[src/rtl/phy_tstw_pkg.sv]
// Package: shared state encoding for the PHY test-port writer.
// Assumes: nothing beyond SystemVerilog enums.
package phy_tstw_pkg;

    // Sequencer phases: A* = address phase, D* = data phase, C* = clear.
    typedef enum logic [3:0] {
        ST_IDLE = 4'd0,
        ST_ASET = 4'd1,
        ST_AHI  = 4'd2,
        ST_ALO  = 4'd3,
        ST_DSET = 4'd4,
        ST_DHI  = 4'd5,
        ST_DLO  = 4'd6,
        ST_CHI  = 4'd7,
        ST_CLO  = 4'd8
    } tstw_state_e;

endpackage

[src/rtl/phy_tstw_timer.sv]
// Module: down-counter that times strobe/clear high and low phases.
// Does: loads a count of (cycles-1) and reports expiry when it reaches 0.
// Assumes: load_val fits CNT_W; the counter holds at 0 until the next load.
module phy_tstw_timer #(
    parameter int CNT_W = 2
) (
    input  logic             clk,
    input  logic             rst_n,
    input  logic             load,
    input  logic [CNT_W-1:0] load_val,
    output logic             expired
);

    logic [CNT_W-1:0] cnt_q;

    // Phase counter: reload on request, else count down to zero.
    always_ff @(posedge clk) begin
        if (!rst_n) begin
            cnt_q <= '0;
        end else if (load) begin
            cnt_q <= load_val;
        end else if (cnt_q != '0) begin
            cnt_q <= cnt_q - 1'b1;
        end
    end

    assign expired = (cnt_q == '0);

endmodule

[src/rtl/phy_tstw_seq.sv]
// Module: transaction sequencer of the PHY test-port writer.
// Does: runs address and data phases for writes, and high/low phases for
//       clears; owns the handshake, busy and done.
// Assumes: HI_CYC and LO_CYC are already clamped to at least 1.
module phy_tstw_seq
    import phy_tstw_pkg::*;
#(
    parameter int HI_CYC = 2,
    parameter int LO_CYC = 2,
    parameter int CNT_W  = 1
) (
    input  logic             clk,
    input  logic             rst_n,
    input  logic             req_valid,
    input  logic             req_clear,
    input  logic             hold_ok,
    input  logic             tmr_expired,
    output tstw_state_e      state_q,
    output logic             req_ready,
    output logic             accept,
    output logic             tmr_load,
    output logic [CNT_W-1:0] tmr_val,
    output logic             busy,
    output logic             done
);

    localparam logic [CNT_W-1:0] HI_LD = CNT_W'(HI_CYC - 1);
    localparam logic [CNT_W-1:0] LO_LD = CNT_W'(LO_CYC - 1);

    tstw_state_e state_d;
    logic        finish;

    // Handshake: idle, and a clear only while the PHY is held in reset.
    always_comb begin
        req_ready = (state_q == ST_IDLE) && (!req_clear || hold_ok);
        accept    = req_valid && req_ready;
    end

    // Next-phase selection and timer loading.
    always_comb begin
        state_d  = state_q;
        tmr_load = 1'b0;
        tmr_val  = HI_LD;
        finish   = 1'b0;
        case (state_q)
            ST_IDLE: begin
                if (accept) begin
                    if (req_clear) begin
                        state_d  = ST_CHI;
                        tmr_load = 1'b1;
                        tmr_val  = HI_LD;
                    end else begin
                        state_d = ST_ASET;
                    end
                end
            end
            ST_ASET: begin
                state_d  = ST_AHI;
                tmr_load = 1'b1;
                tmr_val  = HI_LD;
            end
            ST_AHI: begin
                if (tmr_expired) begin
                    state_d  = ST_ALO;
                    tmr_load = 1'b1;
                    tmr_val  = LO_LD;
                end
            end
            ST_ALO: begin
                if (tmr_expired) begin
                    state_d = ST_DSET;
                end
            end
            ST_DSET: begin
                state_d  = ST_DHI;
                tmr_load = 1'b1;
                tmr_val  = HI_LD;
            end
            ST_DHI: begin
                if (tmr_expired) begin
                    state_d  = ST_DLO;
                    tmr_load = 1'b1;
                    tmr_val  = LO_LD;
                end
            end
            ST_DLO: begin
                if (tmr_expired) begin
                    state_d = ST_IDLE;
                    finish  = 1'b1;
                end
            end
            ST_CHI: begin
                if (tmr_expired) begin
                    state_d  = ST_CLO;
                    tmr_load = 1'b1;
                    tmr_val  = LO_LD;
                end
            end
            ST_CLO: begin
                if (tmr_expired) begin
                    state_d = ST_IDLE;
                    finish  = 1'b1;
                end
            end
            default: begin
                state_d = ST_IDLE;
            end
        endcase
    end

    // State and completion-pulse registers.
    always_ff @(posedge clk) begin
        if (!rst_n) begin
            state_q <= ST_IDLE;
            done    <= 1'b0;
        end else begin
            state_q <= state_d;
            done    <= finish;
        end
    end

    assign busy = (state_q != ST_IDLE);

    AST_DONE_SINGLE: assert property (@(posedge clk) disable iff (!rst_n)
        done |=> !done);

    AST_ACCEPT_BUSY: assert property (@(posedge clk) disable iff (!rst_n)
        accept |=> (busy && !req_ready));

endmodule

[src/rtl/phy_tstw_drive.sv]
// Module: test-port pin driver of the PHY test-port writer.
// Does: captures code/value at acceptance and decodes the port pins from
//       the sequencer phase.
// Assumes: accept is only high in the idle phase.
module phy_tstw_drive
    import phy_tstw_pkg::*;
#(
    parameter int BUS_W = 8
) (
    input  logic             clk,
    input  logic             rst_n,
    input  logic             accept,
    input  logic [BUS_W-1:0] req_code,
    input  logic [BUS_W-1:0] req_value,
    input  tstw_state_e      state_q,
    output logic             tst_clr,
    output logic             tst_strobe,
    output logic             tst_en,
    output logic [BUS_W-1:0] tst_data
);

    logic [BUS_W-1:0] code_q;
    logic [BUS_W-1:0] value_q;
    logic             in_addr;
    logic             in_data;

    // Request capture: holds code and value for the whole transaction.
    always_ff @(posedge clk) begin
        if (!rst_n) begin
            code_q  <= '0;
            value_q <= '0;
        end else if (accept) begin
            code_q  <= req_code;
            value_q <= req_value;
        end
    end

    // Pin decode from the current phase.
    always_comb begin
        in_addr    = (state_q == ST_ASET) || (state_q == ST_AHI) || (state_q == ST_ALO);
        in_data    = (state_q == ST_DSET) || (state_q == ST_DHI) || (state_q == ST_DLO);
        tst_en     = in_addr;
        tst_strobe = (state_q == ST_AHI) || (state_q == ST_DHI);
        tst_clr    = (state_q == ST_CHI);
        tst_data   = in_addr ? code_q : (in_data ? value_q : '0);
    end

    AST_STB_CLR_EXCL: assert property (@(posedge clk) disable iff (!rst_n)
        !(tst_strobe && tst_clr));

    AST_BUS_HELD_HI: assert property (@(posedge clk) disable iff (!rst_n)
        (tst_strobe && $past(tst_strobe)) |-> ($stable(tst_data) && $stable(tst_en)));

    AST_ADDR_AT_FALL: assert property (@(posedge clk) disable iff (!rst_n)
        ($fell(tst_strobe) && tst_en) |-> (tst_data == $past(tst_data)));

endmodule

[src/rtl/phy_tst_writer.sv]
// Module: top of the PHY test-port writer.
// Does: turns {code,value} write requests and clear requests into strobed
//       test-port sequences.
// Assumes: phy_hold_rst reflects the PHY reset state; strobe counts below 1
//          are treated as 1.
module phy_tst_writer
    import phy_tstw_pkg::*;
#(
    parameter int BUS_W     = 8,
    parameter int STROBE_HI = 2,
    parameter int STROBE_LO = 2
) (
    input  logic             clk,
    input  logic             rst_n,
    input  logic             req_valid,
    output logic             req_ready,
    input  logic             req_clear,
    input  logic [BUS_W-1:0] req_code,
    input  logic [BUS_W-1:0] req_value,
    input  logic             phy_hold_rst,
    output logic             busy,
    output logic             done,
    output logic             tst_clr,
    output logic             tst_strobe,
    output logic             tst_en,
    output logic [BUS_W-1:0] tst_data
);

    localparam int HI_EFF = (STROBE_HI < 1) ? 1 : STROBE_HI;
    localparam int LO_EFF = (STROBE_LO < 1) ? 1 : STROBE_LO;
    localparam int PH_MAX = (HI_EFF > LO_EFF) ? HI_EFF : LO_EFF;
    localparam int CNT_W  = (PH_MAX < 2) ? 1 : $clog2(PH_MAX);

    tstw_state_e      state_q;
    logic             accept;
    logic             tmr_load;
    logic [CNT_W-1:0] tmr_val;
    logic             tmr_expired;

    phy_tstw_seq #(
        .HI_CYC (HI_EFF),
        .LO_CYC (LO_EFF),
        .CNT_W  (CNT_W)
    ) u_seq (
        .clk         (clk),
        .rst_n       (rst_n),
        .req_valid   (req_valid),
        .req_clear   (req_clear),
        .hold_ok     (phy_hold_rst),
        .tmr_expired (tmr_expired),
        .state_q     (state_q),
        .req_ready   (req_ready),
        .accept      (accept),
        .tmr_load    (tmr_load),
        .tmr_val     (tmr_val),
        .busy        (busy),
        .done        (done)
    );

    phy_tstw_timer #(
        .CNT_W (CNT_W)
    ) u_timer (
        .clk      (clk),
        .rst_n    (rst_n),
        .load     (tmr_load),
        .load_val (tmr_val),
        .expired  (tmr_expired)
    );

    phy_tstw_drive #(
        .BUS_W (BUS_W)
    ) u_drive (
        .clk        (clk),
        .rst_n      (rst_n),
        .accept     (accept),
        .req_code   (req_code),
        .req_value  (req_value),
        .state_q    (state_q),
        .tst_clr    (tst_clr),
        .tst_strobe (tst_strobe),
        .tst_en     (tst_en),
        .tst_data   (tst_data)
    );

    AST_CLR_UNDER_HOLD: assert property (@(posedge clk) disable iff (!rst_n)
        $rose(tst_clr) |-> $past(phy_hold_rst));

endmodule

[config.mk]
export PLATFORM = sky130hd
export DESIGN_NAME = phy_tst_writer
export DESIGN_NICKNAME = d
export VERILOG_FILES = /design/src/rtl/phy_tstw_pkg.sv /design/src/rtl/phy_tstw_timer.sv /design/src/rtl/phy_tstw_seq.sv /design/src/rtl/phy_tstw_drive.sv /design/src/rtl/phy_tst_writer.sv
export SDC_FILE = /design/constraint.sdc
export NUM_CORES = 1
export LEC_CHECK = 0
export CORE_UTILIZATION = 38
export DETAILED_ROUTE_END_ITERATION = 10
export PLACE_DENSITY_LB_ADDON = 0.05
export SLEW_MARGIN = 25
export SYNTH_ARGS = -nofsm -noshare
export SYNTH_HDL_FRONTEND = slang
export SYNTH_SLANG_ARGS = --single-unit
export TNS_END_PERCENT = 30
[constraint.sdc]
create_clock -name clk -period 2.1 [get_ports clk]
set_input_delay 0.21 -clock clk [delete_from_list [all_inputs] [get_ports clk]]
set_output_delay 0.21 -clock clk [all_outputs]
set_load 0.005 [all_outputs]
* Word-level counts from Yosys, hierarchy flattened
Cells that the tools add are included.
** Storage, ports and cells
- Logic and storage cells :: 52
- Output and inout bits :: 14
- Register bits after elaboration :: 22
** Cells by class
- Reduce and logical (&&, ||, !) cells :: 16
- Equality and inequality tests :: 14
- Muxes and demuxes :: 16
- Add/sub/neg operators :: 1
** Operator list (count)
- one-hot mux 4 bit (8 select lines) :: 1
- two-way mux 4 bit :: 6
- equality test 4 x 3 -> 1 bit, second input constant :: 4
- two-way mux 8 bit :: 2
- inequality test 2 bit, second input constant :: 6
- equality test 4 x 2 -> 1 bit, second input constant :: 2
- logical OR 1 bit :: 6
- AND reduction 6 bit :: 1
- two-way mux 1 bit :: 5
- equality test 4 x 1 -> 1 bit, second input constant :: 1
- equality test 4 bit, second input constant :: 1
- zero test 4 bit :: 1
- nonzero test 4 bit :: 1
- OR reduction 2 bit :: 2
- two-way mux 3 bit :: 1
- one-hot mux 1 bit (3 select lines) :: 1
- OR reduction 3 bit :: 1
- logical AND 1 bit :: 2
- AND reduction 2 bit :: 1
- zero test 1 bit :: 1
- subtractor 1 bit, second input constant :: 1

* Logic depth before layout (Yosys ltp)
- Depth in word-level cells :: 7
- Depth in mapped cells :: 7
- Gate-level depth less buffers :: 4

* By module
Synthesis repeated with hierarchy kept, for this count alone.
** Unflattened totals
- Cell total of the unflattened synthesis :: 141
- Area, all modules :: 1275.0 µm²
** By module, submodules not included
- phy_tstw_drive :: cells each 86, times used 1, area an instance 837.1 µm², sequential area each 320.3 µm²
- phy_tstw_seq :: cells each 52, times used 1, area an instance 407.9 µm², sequential area each 100.1 µm²
- phy_tstw_timer :: cells each 3, times used 1, area an instance 30.0 µm², sequential area each 20.0 µm²

* Worst setup path after synthesis
No wires, ideal clock.
- Path kind :: register to register
- Start :: register u_seq.state_q[2]
- End :: register u_drive.code_q[0]
- Stages on the path, launching flop included :: 8
- Data required time :: 1.984 ns
- Setup slack :: 0.472 ns
- Arrival time :: 1.512 ns
- Cell sequence :: dfxtp_1 -> buf_6 -> nor3_2 -> or4b_1 -> buf_6 -> buf_6 -> mux2i_1 -> nor2b_1
** Between the ends
- Word-level cells in the longest chain between the ends :: 3
** RTL lines
- start, declared :: line phy_tstw_seq.sv:18 : output tstw_state_e state_q,
- start signal, assigned :: line phy_tstw_seq.sv:117 : state_q <= state_d;
- zero test 4 bit :: line phy_tstw_seq.sv:35 : req_ready = (state_q == ST_IDLE) && (!req_clear || hold_ok);
- logical AND 1 bit :: line phy_tstw_seq.sv:35
- logical AND 1 bit :: line phy_tstw_seq.sv:36 : accept = req_valid && req_ready;
- end signal, assigned :: line phy_tstw_drive.sv:33 : code_q <= req_code;
- end, declared :: line phy_tstw_drive.sv:22 : logic [BUS_W-1:0] code_q;
Every way passes these cells.
A chain may end at the register's enable or synchronous reset.

* Final worst setup path
- Start :: register u_seq.state_q[1]
- End :: output port req_ready
** Between the ends
- Word-level cells in the longest chain between the ends :: 2
** RTL lines
- zero test 4 bit :: line phy_tstw_seq.sv:35
- logical AND 1 bit :: line phy_tstw_seq.sv:35
- end, declared :: line phy_tst_writer.sv:16 : output logic req_ready,
Every way passes these cells.

==> out/results.txt <==
Length in cells of the worst reg-to-reg path = 6
Crit-path max cell delay = 510 ps
Outcome = complete, no violations
Switching Fraction = 0.3618
Number of fill cells = 311
Routed wire length = 2.833 mm
Cts bufs inserted = 3
Register share of total power = 0.347
Root Driver = clkbuf_4
Port Buffers = 34
Hold path start = u_seq.state_q[1]
Yosys top cell area share = 0.3629
CTS sink count = 22
Hold Vio Cnt, Final = 0
Worst EP arrival = 1770 ps
Slew Limit Fails = 0
Final instance area = 1689 sq um
Req. time, crit path = 1890 ps
Max_slew headroom = 0.7119
FFs w/ async S/R, synth = 0
R2R Path End = u_drive.value_q[5]
Synth Flop Type = dfxtp_1
Comb pwr share = 0.523
Total die area = 3424 sq um
Final WS setup = 116.2 ps
Cell Area, Placed = 1623 sq um
Iter 0 DRT Violations = 56
Worst vdd ir = 0.3426 mV
Int Power = 1.140 mW
Post-route setup TNS = 0 ps
Number of synthesized register bits = 22
Multi-input gate area = 718.2 sq um
Reg-to-reg startpoint = u_seq.state_q[1]
Drt via density = 5.018
Switching pwr = 0.6464 mW
Power per Cell Area = 1058 nW/um^2
Distinct cells, synth = 26
IO Count = 35
Initial antenna violation count = 0
Period minus WS final = 1984 ps
Placer Congestion = 0.7930
Post-synth top area cell = dfxtp_1
Residual DRC count = 0
Post-synth EDFFs = 0
CTS tree = built
Bufs on Longest Clock Path = 2
Synth-to-Final Area Change = 39.18%
Top post-synthesis cells by area = dfxtp_1, mux2i_1, nor2b_1
H-tree Lvls = 1
GRT Overall Usage = 0.1870
CORE AREA = 3053 sq um
Sequential fraction of the synthesis area = 0.3629
Largest net degree at the start of global routing = 19
Grt ovf = 0
Initial Utilization = 0.3975
Crit Path Category = flop to primary output
Worst hold path type = flop to flop
Layout cells sized above 1 = 0.1092
Count leader, synth = dfxtp_1
Synth Net Count = 161
CTS clk-pin slew, worst paths = 120 ps
Pre-CTS WS = 185.2 ps
Worst Tran Pin Value = 430.9 ps
Vias in the first global route = 1091
Critical-path maximum fanout = 10
Tcrit/Tclk final = 0.9446
Critical Path End Type = primary output
Ordered list of cells on the worst path = buf_4, nor3_4, nor3b_2, clkdlybuf4s50_1
Max-Cap Viols = 0
Layout Nets = 196
TritonRoute pass-1 iters = 4
R2R Setup Slk = 310 ps
Rows = 20
Post-placement cell count = 214
Diode count = 0
Chip Width = 58.52 microns
Avg Cell Area, Syn = 8.669 sq um
Post-route ant nets = 0
Setup crit start = u_seq.state_q[1]
Tot Pwr = 1.787 mW
FF+latch area = 446.7 sq um
Commonest cells post-synth = dfxtp_1, nor2b_1, mux2i_1
# setup viols final = 0
Pleak = 0.7139 nW
Fin Hold WS = 505.3 ps
Post-DP HPWL = 2.015 mm
Cell depth of the worst hold path = 2
CP max-delay cell = clkdlybuf4s50_1
Die H = 58.52 microns
# Post-CTS Setup Buffers = 0
Clk_lat worst skew = 300 ps
Fin util = 0.5533
First-pass GRT wire length = 4.850 mm
DR WL/cell = 13.00 microns
Critical Path Start Type = flop
Post-Syn Instances = 140
Post-Layout Cell Count = 218
Clock power frac = 0.129
Hold EP = u_seq.state_q[1]
Post-Syn Area = 1214 sq um
Via count = 1094
RSZ-0062 raised after global routing = true
Max Clock Freq = 504.1 MHz
Synth warn = 0
Clock Skew = 0.9487 ps
-- state kept, by name, summed over array words and instances (netlist names) --
name,flops
u_drive.code_q,8
u_drive.value_q,8
u_seq.done,1
u_seq.state_q,4
u_timer.cnt_q,1
-- worst max-delay path: cells and delay by family (launching register included) --
family / cells / cell delay (ps)
buffers and inverters: 2 / 690
DFF: 1 / 370
and+or+nand+nor: 2 / 420
-- metal layers --
layer	vias to the layer above	routed length, microns	track usage
met4	0	19	0.06122
met1	520	1271	0.2316
li1	552	-	-
met3	2	100	0.03516
met5	-	0	0
met2	20	1442	0.3268
-- power groups by stage --
stage	logic [mW]	clock network [mW]	registers, mW
after global routing	1.04	0.266	0.636
after global placement	0.895	0	0.604
after floorplan	0.611	0	0.558
final	0.935	0.231	0.621
after detailed placement	0.906	0	0.607
after CTS	0.913	0.244	0.602
-- layout make-up --
class / count / area share
Inverter: 4 / 0.008889
Tap cell: 44 / 0.03259
Multi-Input combinational cell: 103 / 0.4252
Sequential cell: 22 / 0.2644
Clock buffer: 4 / 0.02148
Timing Repair Buffer: 41 / 0.2474
-- worst max-delay path by stage --
stage | endpoint | cells past startpoint
2_1_floorplan | u_drive.code_q[0] | 7
3_3_place_gp | u_drive.value_q[5] | 6
3_5_place_dp | u_drive.value_q[6] | 6
4_1_cts | req_ready | 4
5_1_grt | req_ready | 4
6_report | req_ready | 4
-- kinds of logic after synthesis --
| kind of cell | after synthesis | share of synthesized area |
|---|---|---|
| AO/OA/AOI/OAI | 19 | 0.1062 |
| AND/OR/NAND/NOR | 65 | 0.3093 |
| buffers and inverters | 15 | 0.06494 |
| multiplexers | 19 | 0.1567 |
| flip-flops | 22 | 0.3629 |
-- repair_timing --
| item | 4_1_cts | 5_1_grt |
|---|---|---|
| hold endpoints to repair | 0 | 0 |
| hold buffers | 0 | 0 |
| pin swaps | 0 | 1 |
| endpoints found under the setup margin | 8 | 10 |
| gates resized for setup | 2 | 7 |
-- cells in the final DEF (no fill, tap or decap), drive strengths merged, types with 2 or more instances in the layout --
cell type / count
inv: 4
nor3b: 10
nor2b: 20
nand2b: 3
buf: 7
a21oi: 5
nor3: 4
and3: 2
nand2: 6
nor2: 15
clkdlybuf4s50: 34
clkbuf: 4
dfxtp: 22
mux2i: 19
a31oi: 8
Note: power is estimated with default switching activity, not from simulation.
